[src/rtl/isu_pkg.sv]
package isu_pkg;

  typedef enum logic [1:0] {
    REG_STAT = 2'd0,
    REG_MASK = 2'd1,
    REG_ACK  = 2'd2,
    REG_DATA = 2'd3
  } isu_reg_e;

  localparam int unsigned ISU_ACK_CODE = 32'h0000_00A5;

endpackage

[src/rtl/isu_status_bank.sv]
module isu_status_bank #(
  parameter int unsigned N = 3
) (
  input  logic         clk,
  input  logic         rst_n,
  input  logic [N-1:0] set_i,
  input  logic [N-1:0] clr_i,
  output logic [N-1:0] stat_o
);

  // one flop per source; a set in the same cycle as a clear wins
  for (genvar g = 0; g < N; g++) begin : g_bit
    always_ff @(posedge clk or negedge rst_n) begin
      if (!rst_n) begin
        stat_o[g] <= 1'b0;
      end else if (set_i[g]) begin
        stat_o[g] <= 1'b1;
      end else if (clr_i[g]) begin
        stat_o[g] <= 1'b0;
      end
    end
  end

endmodule

[src/rtl/isu_regif.sv]
module isu_regif
  import isu_pkg::*;
#(
  parameter int unsigned N        = 3,
  parameter int unsigned DW       = 32,
  parameter int unsigned AW       = 2,
  parameter int unsigned DATA_SRC = 0
) (
  input  logic          clk,
  input  logic          rst_n,
  input  logic          rd_i,
  input  logic          wr_i,
  input  logic [AW-1:0] addr_i,
  input  logic [DW-1:0] wdata_i,
  input  logic [N-1:0]  evt_i,
  input  logic [DW-1:0] rx_word_i,
  input  logic [N-1:0]  stat_i,
  output logic [N-1:0]  clr_o,
  output logic [N-1:0]  en_o,
  output logic [DW-1:0] rdata_o,
  output logic          rvalid_o
);

  localparam logic [N-1:0]  DATA_BIT = N'(1) << DATA_SRC;
  localparam logic [DW-1:0] ACK_VAL  = DW'(ISU_ACK_CODE);

  logic          hit_stat, hit_mask, hit_ack, hit_data;
  logic [N-1:0]  clr_w1c, clr_ack, clr_rd;
  logic [DW-1:0] data_q;
  logic [DW-1:0] rmux;

  assign hit_stat = (addr_i == AW'(REG_STAT));
  assign hit_mask = (addr_i == AW'(REG_MASK));
  assign hit_ack  = (addr_i == AW'(REG_ACK));
  assign hit_data = (addr_i == AW'(REG_DATA));

  // three independent clear paths, merged per bit
  always_comb begin
    clr_w1c = (wr_i && hit_stat) ? wdata_i[N-1:0] : '0;
    clr_ack = (wr_i && hit_ack && (wdata_i == ACK_VAL)) ? '1 : '0;
    clr_rd  = (rd_i && hit_data) ? DATA_BIT : '0;
    clr_o   = clr_w1c | clr_ack | clr_rd;
  end

  always_ff @(posedge clk or negedge rst_n) begin
    if (!rst_n) begin
      en_o <= '0;
    end else if (wr_i && hit_mask) begin
      en_o <= wdata_i[N-1:0];
    end
  end

  always_ff @(posedge clk or negedge rst_n) begin
    if (!rst_n) begin
      data_q <= '0;
    end else if (evt_i[DATA_SRC]) begin
      data_q <= rx_word_i;
    end
  end

  always_comb begin
    rmux = '0;
    unique case (1'b1)
      hit_stat: rmux = DW'(stat_i);
      hit_mask: rmux = DW'(en_o);
      hit_data: rmux = data_q;
      default:  rmux = '0;
    endcase
  end

  always_ff @(posedge clk or negedge rst_n) begin
    if (!rst_n) begin
      rdata_o  <= '0;
      rvalid_o <= 1'b0;
    end else begin
      rvalid_o <= rd_i;
      if (rd_i) begin
        rdata_o <= rmux;
      end
    end
  end

endmodule

[src/rtl/isu_irq_out.sv]
module isu_irq_out #(
  parameter int unsigned N = 3
) (
  input  logic         clk,
  input  logic         rst_n,
  input  logic [N-1:0] stat_i,
  input  logic [N-1:0] en_i,
  output logic         irq_o
);

  always_ff @(posedge clk or negedge rst_n) begin
    if (!rst_n) begin
      irq_o <= 1'b0;
    end else begin
      irq_o <= |(stat_i & en_i);
    end
  end

endmodule

[src/rtl/isu_top.sv]
module isu_top #(
  parameter int unsigned N        = 3,
  parameter int unsigned DW       = 32,
  parameter int unsigned AW       = 2,
  parameter int unsigned DATA_SRC = 0
) (
  input  logic          clk,
  input  logic          rst_n,
  input  logic [N-1:0]  evt_i,
  input  logic [DW-1:0] rx_word_i,
  input  logic          bus_rd_i,
  input  logic          bus_wr_i,
  input  logic [AW-1:0] bus_addr_i,
  input  logic [DW-1:0] bus_wdata_i,
  output logic [DW-1:0] bus_rdata_o,
  output logic          bus_rvalid_o,
  output logic          irq_o
);

  logic [N-1:0] stat_w;
  logic [N-1:0] clr_w;
  logic [N-1:0] en_w;

  isu_regif #(
    .N(N), .DW(DW), .AW(AW), .DATA_SRC(DATA_SRC)
  ) u_regif (
    .clk       (clk),
    .rst_n     (rst_n),
    .rd_i      (bus_rd_i),
    .wr_i      (bus_wr_i),
    .addr_i    (bus_addr_i),
    .wdata_i   (bus_wdata_i),
    .evt_i     (evt_i),
    .rx_word_i (rx_word_i),
    .stat_i    (stat_w),
    .clr_o     (clr_w),
    .en_o      (en_w),
    .rdata_o   (bus_rdata_o),
    .rvalid_o  (bus_rvalid_o)
  );

  isu_status_bank #(.N(N)) u_bank (
    .clk    (clk),
    .rst_n  (rst_n),
    .set_i  (evt_i),
    .clr_i  (clr_w),
    .stat_o (stat_w)
  );

  isu_irq_out #(.N(N)) u_irq (
    .clk    (clk),
    .rst_n  (rst_n),
    .stat_i (stat_w),
    .en_i   (en_w),
    .irq_o  (irq_o)
  );

endmodule

[config.mk]
export PLATFORM = sky130hd
export DESIGN_NAME = isu_top
export DESIGN_NICKNAME = d
export VERILOG_FILES = /design/src/rtl/isu_pkg.sv /design/src/rtl/isu_status_bank.sv /design/src/rtl/isu_regif.sv /design/src/rtl/isu_irq_out.sv /design/src/rtl/isu_top.sv
export SDC_FILE = /design/constraint.sdc
export NUM_CORES = 1
export LEC_CHECK = 0
export ABC_CLOCK_PERIOD_IN_PS = 1170
export CORE_UTILIZATION = 40
export CTS_BUF_LIST = sky130_fd_sc_hd__clkbuf_2
export CTS_CLUSTER_SIZE = 25
export DETAILED_ROUTE_END_ITERATION = 12
export PLACE_DENSITY = 0.72
export SYNTH_ARGS = -nofsm -noshare
export SYNTH_HDL_FRONTEND = slang
export SYNTH_HIERARCHICAL = 1
export SYNTH_SLANG_ARGS = --single-unit
[constraint.sdc]
create_clock -name clk -period 1.17 [get_ports clk]
set_input_delay 0.234 -clock clk [delete_from_list [all_inputs] [get_ports clk]]
set_output_delay 0.234 -clock clk [all_outputs]
set_load 0.03 [all_outputs]
==> metrics.log <==
[metrics] number of clock buffers inserted by TritonCTS: 9
[metrics] average wire per standard cell: between 10 and 15 µm
[metrics] final-stage net count: between 400 and 500
[metrics] sum of met2 wire segment lengths after detailed routing: approximately 3300 µm
[metrics] wire length of the first global-routing pass: around 11000 µm
[metrics] Worst Reg-to-Reg Cells: 2
[metrics] per-instance average area after synthesis: around 12 µm²
[metrics] share of the cycle needed by the critical path after routing: 111%
[metrics] Pleak: slightly above 0.002 µW
[metrics] Fin. Hold Viols: 0
[metrics] met1 wire length: between 2000 and 3000 µm
[metrics] number of standard-cell rows in the floorplan: 30
[metrics] number of iterations in the first detailed-routing pass: 4
[metrics] via count: roughly 2300
[metrics] Max Clock Freq: slightly below 800 MHz
[metrics] DP Wirelength: between 4000 and 5000 µm
[metrics] portion of the post-synthesis area used by sequential elements: 61.8%
[metrics] remaining antenna violation count after routing: 0
[metrics] failing checks: setup timing
[metrics] I/O pin cnt: approximately 110
[metrics] max-cap violation count: 0
[metrics] count of H-tree levels built during CTS: 3
[metrics] Final Worst Setup Slack: -0.124 ns
[metrics] antenna fix cells: 0
[metrics] x dimension of the die: around 87 µm
[metrics] Post-Synthesis Cell Area: just under 0.003 mm²
[metrics] number of buffer cells added on primary ports: 106
[metrics] gr ovfl total: 0
[metrics] CP max stage cell: sky130_fd_sc_hd__dfrtp_1
[metrics] Hold Path Class: in2async
[metrics] Crit path max-delay family: flip-flops
[metrics] detail-routed via count per cell: around 4.7
[metrics] Clock Sink Count: between 70 and 80
[metrics] Max Root-Sink Buffers: 2
[metrics] endpoint arrival time on the critical path: between 1 and 1.5 ns
[metrics] area of all placed cells without fillers: about 0.0045 mm²
[metrics] Clock Latency Late Sink: around 0.47 ns
[metrics] startpoint kind of the worst setup timing path: flop
[metrics] share of post-route cells with drive strength above 1: between 30% and 40%
[metrics] unrepaired setup endpoints after global routing: yes
[metrics] All-Layer GR Usage: 19.0%
[metrics] number of antenna violations at the first check in global routing: 0
[metrics] final weighted congestion of routability-driven global placement: between 0.7 and 0.8
[metrics] area enclosed by the die boundary: 0.00763 mm²
[metrics] Post-synth EDFFs: 0
[metrics] Reg clk slew, reported paths: 0.20 ns
[metrics] height of the die: 87.4 µm
[metrics] Mapped Nets: roughly 320
[metrics] maximum VDD drop: approximately 0.59 mV
[metrics] relative max-transition margin: 77.5%
[metrics] worst path bufs/invs: 1
[metrics] cell chain of the critical path: buf_6
[metrics] Yosys warnings: 6
[metrics] data required time at the worst endpoint: approximately 0.94 ns
[metrics] share of async-settable or async-resettable flops after synthesis: 100%
[metrics] highest routed metal layer: met4
[metrics] Area Overhead vs Synth: 53.9%
[metrics] final routed DRC violation total: 0
[metrics] met3 wirelength from detailed routing: roughly 440 µm
[metrics] maximum number of pins on one net before global-route repair: 37
[metrics] CP max stage delay: 0.44 ns
[metrics] largest fanout on the critical path: 2
[metrics] R2R setup slack: 0.22 ns
[metrics] number of instances in the synthesized netlist: 249
[metrics] placeable core region: ~0.0069 mm²
[metrics] Post-Route WL: about 6500 µm
[metrics] minimum clock period: around 1.3 ns
[metrics] cell area reported after detailed placement: between 0.004 and 0.005 mm²
[metrics] worst setup slack after placement: -0.654 ns
[metrics] depth of the critical timing path with buffers and inverters included: 1
[metrics] power per cell area: between 1000 and 1500 mW/mm²
[metrics] Initial Util: between 40% and 50%
[metrics] Clock Skews: about 0.019 ns
[metrics] vias in the first global route: about 2400
[metrics] transition time of the tightest slew-check pin: between 0.3 and 0.4 ns
[metrics] starting DRC count in detailed routing: 43
[metrics] total of flip-flops plus latches after synthesis: ~70
[metrics] critical register-to-register path endpoint: u_irq/irq_o
[metrics] TritonCTS clock tree: yes
[metrics] top flip-flop cell by instance count after synthesis: sky130_fd_sc_hd__dfrtp_1
[metrics] crit path capture type: primary output
[metrics] Final Max Slew Viols: 0
[metrics] root buf cell: sky130_fd_sc_hd__clkbuf_2
[metrics] worst setup path class: reg2out
[metrics] status: finished with violations
[metrics] number of distinct library cells after synthesis: 27
[metrics] Setup violations, final: 35
[metrics] r2r startpoint: u_bank/stat_o[2]
==> cell families (layout without fill, tap and decap cells) <==
kind of cell / count (synthesis) / in the layout / synth area share, %
muxes: 38 / 38 / 14.5
AOI/OAI and AO/OA: 42 / 42 / 8.20
and+or+nand+nor: 51 / 51 / 8.93
DFF: 72 / 72 / 61.8
buffers and inverters: 46 / 181 / 6.52
==> registers in the layout, summed over array words and instances (netlist names) <==
register / flops
u_regif/data_q: 32
u_irq/irq_o: 1
u_bank/stat_o: 3
u_regif/rdata_o: 32
u_regif/en_o: 3
u_regif/rvalid_o: 1
==> final cells by class <==
type / instances / area, µm²
fillers: 581 / 2420
flip-flops and latches: 72 / 1800
repair buffers: 132 / 1340
multi-input cells: 131 / 968
inverters: 33 / 124
well taps: 96 / 120
clock inverters: 7 / 86.3
clock buffers: 9 / 45.0
==> metal layers <==
| layer | global-route usage (%) | vias up |
|---|---|---|
| li1 | - | 1089 |
| met1 | 23.1 | 1101 |
| met2 | 32.5 | 81 |
| met3 | 5.21 | 7 |
| met4 | 6.71 | 0 |
| met5 | 0 | - |
==> repair_timing <==
item	CTS	global route
setup endpoints to repair	37	37
gates resized for setup	62	10
endpoints found under the hold margin	72	0
pin swaps	13	7
setup buffers	8	5
cloned	0	0
hold buffers	1	0
==> placed cells by master (no fill, tap or decap), types with 3 or more instances in the layout <==
master / Yosys / routed
sky130_fd_sc_hd__inv_1: 33 / 32
sky130_fd_sc_hd__clkbuf_2: 0 / 9
sky130_fd_sc_hd__nand2_1: 30 / 30
sky130_fd_sc_hd__a21oi_1: 3 / 3
sky130_fd_sc_hd__dlygate4sd2_1: 0 / 23
sky130_fd_sc_hd__mux2i_1: 3 / 3
sky130_fd_sc_hd__buf_12: 0 / 5
sky130_fd_sc_hd__dfrtp_1: 72 / 72
sky130_fd_sc_hd__a31oi_1: 3 / 3
sky130_fd_sc_hd__nor2_1: 6 / 6
sky130_fd_sc_hd__nor4_2: 0 / 4
sky130_fd_sc_hd__buf_6: 1 / 34
sky130_fd_sc_hd__a21o_1: 3 / 3
sky130_fd_sc_hd__o21ai_0: 29 / 29
sky130_fd_sc_hd__dlymetal6s2s_1: 0 / 5
sky130_fd_sc_hd__buf_4: 0 / 21
sky130_fd_sc_hd__clkdlybuf4s50_1: 0 / 41
sky130_fd_sc_hd__mux2_2: 33 / 33
==> per-stage QoR <==
step / TNS [ns] / hold WS (ns) / util (%) / instances / power (µW)
2_1_floorplan: -0.154 / -0.0616 / - / 249 / 3340
3_3_place_gp: -15.96 / 0.120 / 59.3 / 450 / 3880
3_5_place_dp: -17.35 / 0.122 / 59.3 / 450 / 3900
4_1_cts: -5.04 / 0.0974 / 63.9 / 475 / 5520
5_1_grt: -6.16 / 0.0975 / 64.9 / 480 / 5760
6_report: -3.40 / 0.133 / 64.9 / 480 / 5470
==> cell usage after synthesis, types with 2 or more instances <==
cell type / count / area [µm²]
sky130_fd_sc_hd__dfrtp_1: 72 / 1800
sky130_fd_sc_hd__inv_1: 33 / 124
sky130_fd_sc_hd__mux2_2: 33 / 372
sky130_fd_sc_hd__nand2_1: 30 / 113
sky130_fd_sc_hd__o21ai_0: 29 / 145
sky130_fd_sc_hd__buf_2: 8 / 40.0
sky130_fd_sc_hd__nor2_1: 6 / 22.5
sky130_fd_sc_hd__nor4_1: 5 / 31.3
sky130_fd_sc_hd__clkbuf_1: 4 / 15.0
sky130_fd_sc_hd__a21o_1: 3 / 22.5
sky130_fd_sc_hd__a21oi_1: 3 / 15.0
sky130_fd_sc_hd__a31oi_1: 3 / 18.8
sky130_fd_sc_hd__mux2i_1: 3 / 30.0
sky130_fd_sc_hd__a21o_2: 2 / 17.5
sky130_fd_sc_hd__mux2_1: 2 / 22.5
sky130_fd_sc_hd__nand4_1: 2 / 12.5
==> how the worst max path moves through the flow <==
stage / start / slack, ns / to
6_report: u_regif/rdata_o[25] / -0.12 / bus_rdata_o[25]
5_1_grt: u_regif/rdata_o[27] / -0.21 / bus_rdata_o[27]
4_1_cts: u_regif/rdata_o[25] / -0.17 / bus_rdata_o[25]
3_5_place_dp: bus_addr_i[1] / -0.65 / u_bank/stat_o[0]
3_3_place_gp: bus_wdata_i[27] / -0.60 / u_bank/stat_o[0]
2_1_floorplan: bus_addr_i[1] / -0.06 / u_bank/stat_o[0]
==> power by group <==
group,internal [µW],leakage (µW),switching [µW]
sequential,2710,0.000885,133
clock,691,0.0000807,834
combinational,608,0.00108,489
Power figures use the tool's default switching activity.
